## src/rtl/ref_seq_pkg.sv

```systemverilog
package ref_seq_pkg;
   typedef enum logic [1:0] {
      PH_IDLE = 2'd0,
      PH_SOFT = 2'd1,
      PH_RUN  = 2'd2,
      PH_HALT = 2'd3
   } phase_e;
endpackage

```

## src/rtl/vid_decode.sv

```systemverilog
module vid_decode #(
   parameter int CODE_W  = 5,
   parameter int REF_W   = 11,
   parameter int TOP_MV  = 1575,
   parameter int STEP_MV = 25
) (
   input  logic [CODE_W-1:0] code,
   output logic [REF_W-1:0]  mv
);
   always_comb begin
      mv = REF_W'(TOP_MV - STEP_MV * int'(code));
   end
endmodule

```

## src/rtl/vid_filter.sv

```systemverilog
module vid_filter #(
   parameter int CODE_W = 5
) (
   input  logic              clk,
   input  logic              rst,
   input  logic              tick,
   input  logic [CODE_W-1:0] vid,
   output logic              stable
);
   logic [CODE_W-1:0] cand_q;

   always_ff @(posedge clk) begin
      if (rst)       cand_q <= '0;
      else if (tick) cand_q <= vid;
   end

   assign stable = (vid == cand_q);
endmodule

```

## src/rtl/ramp_gen.sv

```systemverilog
module ramp_gen #(
   parameter int REF_W = 11,
   parameter int SS_W  = 11
) (
   input  logic             clk,
   input  logic             rst,
   input  logic             clr,
   input  logic             adv,
   input  logic [REF_W-1:0] target,
   output logic [REF_W-1:0] ramp_mv,
   output logic             last
);
   localparam int PROD_W = REF_W + SS_W + 1;
   localparam logic [SS_W-1:0] LAST_CNT = SS_W'((1 << SS_W) - 2);

   logic [SS_W-1:0]   cnt_q;
   logic [SS_W:0]     cnt_p1;
   logic [PROD_W-1:0] prod;

   always_ff @(posedge clk) begin
      if (rst || clr) cnt_q <= '0;
      else if (adv)   cnt_q <= cnt_q + 1'b1;
   end

   assign cnt_p1  = {1'b0, cnt_q} + 1'b1;
   assign prod    = PROD_W'(target) * PROD_W'(cnt_p1);
   assign ramp_mv = REF_W'(prod >> SS_W);
   assign last    = (cnt_q == LAST_CNT);
endmodule

```

## src/rtl/slew_step.sv

```systemverilog
module slew_step #(
   parameter int REF_W   = 11,
   parameter int STEP_MV = 25
) (
   input  logic [REF_W-1:0] cur,
   input  logic [REF_W-1:0] goal,
   output logic [REF_W-1:0] nxt
);
   localparam logic [REF_W-1:0] STEP = REF_W'(STEP_MV);

   always_comb begin
      if (cur < goal)      nxt = cur + STEP;
      else if (cur > goal) nxt = cur - STEP;
      else                 nxt = cur;
   end
endmodule

```

## src/rtl/ref_seq_top.sv

```systemverilog
module ref_seq_top #(
   parameter int CODE_W    = 5,
   parameter int REF_W     = 11,
   parameter int SS_W      = 11,
   parameter int BASE_MV   = 1550,
   parameter int OFFSET_MV = 25,
   parameter int STEP_MV   = 25
) (
   input  logic              clk,
   input  logic              rst,
   input  logic              tick,
   input  logic              start_en,
   input  logic [CODE_W-1:0] vid,
   output logic [REF_W-1:0]  ref_mv,
   output logic [REF_W-1:0]  target_mv,
   output logic              ss_done,
   output logic              slewing,
   output logic              nocpu
);
   import ref_seq_pkg::*;

   localparam int TOP_MV = BASE_MV + OFFSET_MV;
   localparam int LOW_MV = TOP_MV - STEP_MV * ((1 << CODE_W) - 2);
   localparam logic [CODE_W-1:0] SHUT_CODE = '1;

   if (TOP_MV >= (1 << REF_W)) begin : g_bad_width
      $error("REF_W too narrow for the top target");
   end
   if (LOW_MV <= 0) begin : g_bad_range
      $error("lowest target must be positive");
   end
   if (SS_W < 2) begin : g_bad_ss
      $error("SS_W must be at least 2");
   end

   phase_e            phase_q;
   logic [REF_W-1:0]  ref_q, tgt_q;
   logic [CODE_W-1:0] code_q;
   logic              done_q, slew_q, noc_q;

   logic [REF_W-1:0]  dec_mv, ramp_mv, step_mv, goal_mv;
   logic              stable, ramp_last, shut_req, accept, live;

   vid_decode #(.CODE_W(CODE_W), .REF_W(REF_W), .TOP_MV(TOP_MV), .STEP_MV(STEP_MV))
      u_dec (.code(vid), .mv(dec_mv));

   vid_filter #(.CODE_W(CODE_W))
      u_flt (.clk(clk), .rst(rst), .tick(tick), .vid(vid), .stable(stable));

   assign shut_req = (vid == SHUT_CODE);
   assign live     = tick && !noc_q && !shut_req;

   ramp_gen #(.REF_W(REF_W), .SS_W(SS_W))
      u_ramp (.clk(clk), .rst(rst),
              .clr(live && phase_q == PH_IDLE && start_en),
              .adv(live && phase_q == PH_SOFT),
              .target(tgt_q), .ramp_mv(ramp_mv), .last(ramp_last));

   assign accept  = (phase_q == PH_RUN) && !slew_q && stable && (vid != code_q);
   assign goal_mv = accept ? dec_mv : tgt_q;

   slew_step #(.REF_W(REF_W), .STEP_MV(STEP_MV))
      u_step (.cur(ref_q), .goal(goal_mv), .nxt(step_mv));

   always_ff @(posedge clk) begin
      if (rst) begin
         phase_q <= PH_IDLE;
         ref_q   <= '0;
         tgt_q   <= '0;
         code_q  <= '0;
         done_q  <= 1'b0;
         slew_q  <= 1'b0;
         noc_q   <= 1'b0;
      end else if (tick && !noc_q) begin
         if (shut_req) begin
            noc_q   <= 1'b1;
            ref_q   <= '0;
            done_q  <= 1'b0;
            slew_q  <= 1'b0;
            phase_q <= PH_HALT;
         end else begin
            unique case (phase_q)
               PH_IDLE: if (start_en) begin
                  tgt_q   <= dec_mv;
                  code_q  <= vid;
                  ref_q   <= '0;
                  phase_q <= PH_SOFT;
               end
               PH_SOFT: if (ramp_last) begin
                  ref_q   <= tgt_q;
                  done_q  <= 1'b1;
                  phase_q <= PH_RUN;
               end else begin
                  ref_q   <= ramp_mv;
               end
               PH_RUN: if (slew_q) begin
                  ref_q  <= step_mv;
                  slew_q <= (step_mv != tgt_q);
               end else if (accept) begin
                  tgt_q  <= dec_mv;
                  code_q <= vid;
                  ref_q  <= step_mv;
                  slew_q <= (step_mv != dec_mv);
               end
               default: ;
            endcase
         end
      end
   end

   assign ref_mv    = ref_q;
   assign target_mv = tgt_q;
   assign ss_done   = done_q;
   assign slewing   = slew_q;
   assign nocpu     = noc_q;
endmodule

```

## config.mk

```make
export PLATFORM = sky130hd
export DESIGN_NAME = ref_seq_top
export DESIGN_NICKNAME = d
export VERILOG_FILES = /design/src/rtl/ref_seq_pkg.sv /design/src/rtl/vid_decode.sv /design/src/rtl/vid_filter.sv /design/src/rtl/ramp_gen.sv /design/src/rtl/slew_step.sv /design/src/rtl/ref_seq_top.sv
export SDC_FILE = /design/constraint.sdc
export NUM_CORES = 1
export LEC_CHECK = 0
export ABC_AREA = 1
export ABC_CLOCK_PERIOD_IN_PS = 5700
export BUFFER_PORTS_ARGS = -buffer_cell sky130_fd_sc_hd__buf_4
export CAP_MARGIN = 10
export CORE_AREA = 4 4 161 163
export DETAILED_ROUTE_END_ITERATION = 8
export DIE_AREA = 0 0 165 167
export PLACE_DENSITY = 0.56
export SLEW_MARGIN = 20
export SYNTH_ARGS = -nofsm -noshare
export SYNTH_HDL_FRONTEND = slang
export SYNTH_SLANG_ARGS = --single-unit
```

## constraint.sdc

```tcl
create_clock -name clk -period 5.7 [get_ports clk]
set_input_delay 0.285 -clock clk [delete_from_list [all_inputs] [get_ports clk]]
set_output_delay 0.285 -clock clk [all_outputs]
set_load 0.005 [all_outputs]
```

* Word level (Yosys, flattened, before mapping)
Index checks and enable logic that the tools add are counted.
** Cells by class
- Add/subtract/negate cells :: 5
- Reductions and logical operators :: 26
- Equality and inequality tests :: 14
- Order comparisons :: 2
- Bitwise operators :: 1
- Mux-type cells :: 27
- Multipliers :: 2
** Operators by type and width (number)
- 11-bit 2-to-1 mux :: 10
- 11-bit case mux with 3 select lines :: 1
- 11-bit by 12-bit multiplier with 22-bit output :: 1
- 11-bit inequality test :: 2
- 11-bit case mux with 2 select lines :: 1
- 5-bit 2-to-1 mux :: 3
- 11-bit by 1-bit adder with 12-bit output (second input constant) :: 1
- 11-bit by 1-bit adder with 11-bit output (second input constant) :: 1
- 11-bit by 5-bit adder with 11-bit output (second input constant) :: 1
- 11-bit equality test (second input constant) :: 1
- 11-bit greater-than comparator :: 1
- 11-bit < comparator :: 1
- 10-bit by 11-bit subtractor with 11-bit output (first input constant) :: 1
- 11-bit by 5-bit subtractor with 11-bit output (second input constant) :: 1
- 5-bit by 5-bit multiplier with 10-bit output (first input constant) :: 1
- 5-bit case mux with 2 select lines :: 1
- 1-bit logical AND :: 8
- 4-bit AND reduction :: 2
- 2-bit nonzero test :: 4
- 1-bit 2-to-1 mux :: 7
- 2-bit 2-to-1 mux :: 3
- 2-bit inequality test (second input constant) :: 3
- 3-bit inequality test (second input constant) :: 2
- 6-bit AND reduction :: 1
- other kinds (16) :: 19
** Storage, ports and cells
- Register bits :: 48
- Bits of input ports :: 9
- Output and inout port bits :: 25
- Word-level logic and storage cells :: 86

* Depth between registers and ports, before layout
- Depth in word-level cells :: 13
- Gate-level depth with buffers :: 36

* Hierarchy
A second synthesis with hierarchy kept.
** Unflattened totals
- Cell total of the unflattened synthesis :: 1382
- Area, all modules :: 9091.2 µm²
** Modules (own cells, without submodules)
- ramp_gen :: cells an instance 684, area each 4922.2 µm², times used 1
- ref_seq_top :: cells an instance 396, area each 2373.5 µm², times used 1
- slew_step :: cells an instance 172, area each 935.9 µm², times used 1
- vid_decode :: cells an instance 94, area each 608.1 µm², times used 1
- vid_filter :: cells an instance 36, area each 251.5 µm², times used 1

* Worst setup path before layout
OpenSTA, ideal clock, no wires.
- Path kind :: reg2reg
- Start point :: register u_ramp.cnt_q[1]
- End point :: register ref_q[9], in the netlist ref_mv[9]
- Data arrival time :: 5.565 ns
- Stages on the path, launching flop included :: 32
- Period minus slack after synthesis :: 5.636 ns
- Setup slack :: 0.064 ns
- Path buffers :: 0
- Required time :: 5.630 ns
- Library setup time :: 0.070 ns
- Path through :: dfxtp_1 -> ha_1 -> nand2_1 -> nor2_1 -> inv_1 -> nor2_1 -> inv_1 -> nor2_1 -> inv_1 -> nor2_1 -> xor2_1 -> nand2_1 -> fa_1 -> inv_1 -> fa_1 -> fa_1 -> fa_1 -> inv_1 -> fa_1 -> inv_1 -> ha_1 -> nand2_1 -> nand2_1 -> a21oi_1 -> nor2_1 -> a211oi_1 -> nand3_1 -> nand3_1 -> o21ai_0 -> o21ai_1 -> nand2_1 -> a21oi_1
** On the way
- Cells in the longest elaborated chain, start to end :: 5
- Elaborated cells between the ends (all ways) :: 6
** RTL lines
- from (decl) :: line ramp_gen.sv:16 : logic [SS_W-1:0] cnt_q;
- from (signal assigned) :: line ramp_gen.sv:22 : else if (adv) cnt_q <= cnt_q + 1'b1;
- 11-bit by 1-bit adder with 12-bit output :: line ramp_gen.sv:25 : assign cnt_p1 = {1'b0, cnt_q} + 1'b1;
- 11-bit by 12-bit multiplier with 22-bit output :: line ramp_gen.sv:26 : assign prod = PROD_W'(target) * PROD_W'(cnt_p1);
- 11-bit 2-to-1 mux (*) :: line ref_seq_top.sv:89 : PH_SOFT: if (ramp_last) begin
- 11-bit case mux with 3 select lines (*) :: line ref_seq_top.sv:82 : unique case (phase_q)
- 11-bit 2-to-1 mux (*) :: line ref_seq_top.sv:75 : if (shut_req) begin
- to (signal assigned) :: line ref_seq_top.sv:90 : ref_q <= tgt_q;
- to (signal assigned) :: line ref_seq_top.sv:94 : ref_q <= ramp_mv;
- to (signal assigned) :: line ref_seq_top.sv:97 : ref_q <= step_mv;
- to (decl) :: line ref_seq_top.sv:37 : logic [REF_W-1:0] ref_q, tgt_q;
Every way passes the cells marked *; elsewhere a longest branch is shown, timed or not.
A chain may end at the register's enable or synchronous reset.

* Worst setup path in the final report
- Start point :: register u_ramp.cnt_q[0]
- End point :: register ref_q[8], in the netlist ref_mv[8]
Same word-level chain as after synthesis.

==> key figures <==
Outcome
  • Status: complete, no violations

Pwr
  • P_leak: 0.005261 uW
  • VDD IR max: 0.0001470 V
  • Logic pwr share: 0.634
  • Clock network power share: 0.166
  • Sequential share of power: 0.200
  • Sw Share: 0.5036
  • Final Power: 2164 uW
  • Power density cells: 207.1 nW/um2
  • NetSw: 1090 uW
  • Internal Power: 1074 uW

Global routing
  • Initial antenna violation count: 0
  • Global-route wire length before repair: 42.15 mm
  • Vias in the first global route: 8096
  • Largest net degree at the start of global routing: 26
  • Grt ovf: 0
  • Total GRT Usage: 0.1930

Synthesis
  • Sequential fraction of the synthesis area: 0.1139
  • Async set-reset flop share out of synthesis: 0
  • Post-Synthesis Cells: 1239
  • Syn Nets: 1425
  • Yosys warns: 0
  • Synth area leaders: fa_1 21%, ha_1 13%, nand2_1 12%
  • Number of synthesized flops with an enable pin: 0
  • Most frequently used cell type in the post-synthesis netlist: nand2_1
  • Post-synth top area share: 0.2088
  • Seq cells post-synth: 48
  • Syn_area_per_cell: 6.809 um2
  • Synth cell count leaders: 275 x nand2_1, 231 x inv_1, 146 x nor2_1, 89 x ha_1, 88 x fa_1
  • Cell taking the most area after synthesis: fa_1
  • Ys flop type: dfxtp_1
  • Synthesized area: 8437 um2
  • Netlist cell types: 48

Route
  • Post-detailed-route wirelength per cell: 15.96 um
  • First-pass DRT Iterations: 5
  • DRC Markers: 0
  • Vias: 8299
  • Routed vias/inst: 4.964
  • Remaining antenna violation count: 0
  • Drt total wl: 26.69 mm
  • Initial DRC count: 489

STA
  • Final Skew: 0.006704 ns
  • RSZ-0062 raised after global routing: yes
  • Final hold viol count: 0
  • F_max: 177.7 MHz
  • Worst rel slew slack: 0.3607
  • Worst hold slack: 0.2161 ns
  • Max-slew violation count: 0
  • Actual slew at the worst max-slew pin: 0.9518 ns
  • Fin crit share: 0.9870
  • Final setup viols: 0
  • Final min period: 5.626 ns

CTS
  • Hold_buf cts: 0
  • H-tree levels: 2
  • Root buf cell: clkbuf_16
  • Clk sink count: 48
  • CTS Buf Count: 5
  • Worst-path clk slew: 0.07 ns
  • Max Root-Sink Buffers: 2
  • CTS tree: done
  • Clock Latency Late Sink: 0.30 ns

Cells and area
  • Multi-input gate area: 7003 um2
  • Sequential cell area: 963.4 um2
  • Antenna cell count: 0
  • Syn-to-layout area delta: 23.85%
  • Final #Nets: 1533
  • Final Instance Count excl. Fillers: 1672
  • Fillers: 2542
  • Share of layout cells above drive strength 1: 0.2188

Placement
  • GP Congestion: 0.9037
  • Count of buffers from port buffering: 33
  • Final HPWL from detailed placement: 21.81 mm
  • Cells after DPL: 1652

Floorplan
  • Placeable Area: 24320 um2
  • Die Y: 167 um
  • Num rows: 57
  • # IOs: 34
  • Initial Utilization: 0.3469
  • Chip width: 165 um
  • Die area: 27560 um2

Setup path
  • Worst Path Max Fanout: 6
  • Worst EP required: 5.95 ns
  • Most frequent cell on the critical path: nand2_1
  • Critical path class: reg2reg
  • Critical-path top delay cell: fa_1
  • CP startpoint kind: flop
  • Data arrival, critical path: 5.87 ns
  • Crit path capture type: flop
  • Worst path max stage delay: 0.51 ns

Flow run
  • Maxcap violations: 0

Worst hold path
  • Hold crit path type: in2reg
==> registers in the layout, summed over array words and instances (netlist names) <==
| register | count |
|---|---|
| slewing | 1 |
| u_ramp.cnt_q | 11 |
| code_q | 5 |
| nocpu | 1 |
| u_flt.cand_q | 5 |
| phase_q | 2 |
| ref_mv | 11 |
| ss_done | 1 |
| target_mv | 11 |
==> layout by cell type, fill, tap and decap left out, types with 8 or more instances in the layout <==
master,Yosys,routed
fa_1,88,84
nand2_1,275,253
nand4_1,14,14
ha_1,89,71
xor2_1,17,16
dfxtp_1,48,46
a21oi_1,79,66
ha_4,0,18
nor2_2,2,18
nand3_1,79,76
buf_4,3,127
xnor2_1,8,8
nand2_2,10,27
nor2_1,146,124
inv_2,1,19
o21ai_1,4,11
a21oi_2,0,11
o21ai_0,55,43
inv_1,231,212
==> through the flow <==
stage	instance area [um2]	setup WS [ns]	setup TNS, ns	util
global placement	9594	-0.1999	-1.447	0.3945
floorplan	8437	0.06429	0	-
CTS	10110	-0.01182	-0.01477	0.4156
finish	10450	0.07395	0	0.4296
detailed placement	9594	-0.2261	-1.676	0.3945
global route	10450	-0.2288	-1.963	0.4296
==> critical path: cells and delay by family, from the launching register on <==
family | cells | cell delay [ns]
AOI/OAI and AO/OA | 3 | 0.47
xor gates and xnor gates | 1 | 0.19
adders and majority gates | 7 | 2.73
buffers and inverters | 7 | 0.79
DFF | 1 | 0.35
and+or+nand+nor | 13 | 1.04
==> power by group through the flow <==
stage	Clock (uW)	Sequential (uW)	Combinational [uW]
floorplan	0	411	892
global placement	0	435	1270
detailed placement	0	435	1270
CTS	366	428	1320
global route	381	436	1530
finish	359	433	1370
==> logic make-up (layout without fill, tap and decap cells) <==
group | Yosys count | in the layout | share of synthesized area
buffers and inverters | 266 | 375 | 0.1229
DFF | 48 | 48 | 0.1139
adders and majority gates | 177 | 177 | 0.3408
AOI/OAI and AO/OA | 161 | 161 | 0.1035
xor gates and xnor gates | 26 | 26 | 0.02788
and+or+nand+nor | 561 | 561 | 0.2910
==> layout make-up <==
cell class,instances,area share
multi-input cells,925,0.6702
repair buffers,133,0.09771
flip-flops and latches,48,0.09220
inverters,234,0.08466
well taps,324,0.03880
clock buffers,5,0.01197
clock inverters,3,0.004431
==> worst paths after layout <==
path                                 startpoint         endpoint  slack [ns]  depth (start not counted)
worst max-delay path            u_ramp.cnt_q[0]        ref_mv[8]        0.07                         31
worst min-delay path                       tick  u_flt.cand_q[2]        0.22                          2
worst max register to register  u_ramp.cnt_q[0]        ref_mv[8]        0.07                         31
worst min register to register            nocpu            nocpu        0.47                          2
==> routing by layer <==
layer	vias to the layer above	GRT usage	wire length (um)
li1	4086	-	-
met1	3948	0.2577	11720
met3	52	0.03114	1286
met4	0	0.05823	733
met5	-	0	0
met2	213	0.3192	12950
==> repair_timing <==
item	CTS	global route
setup endpoints to repair	11	11
gates resized for setup	69	85
hold endpoints to repair	0	0
pin swaps	62	72
buffers inserted	7	7
Note: power is estimated with default switching activity, not from simulation.
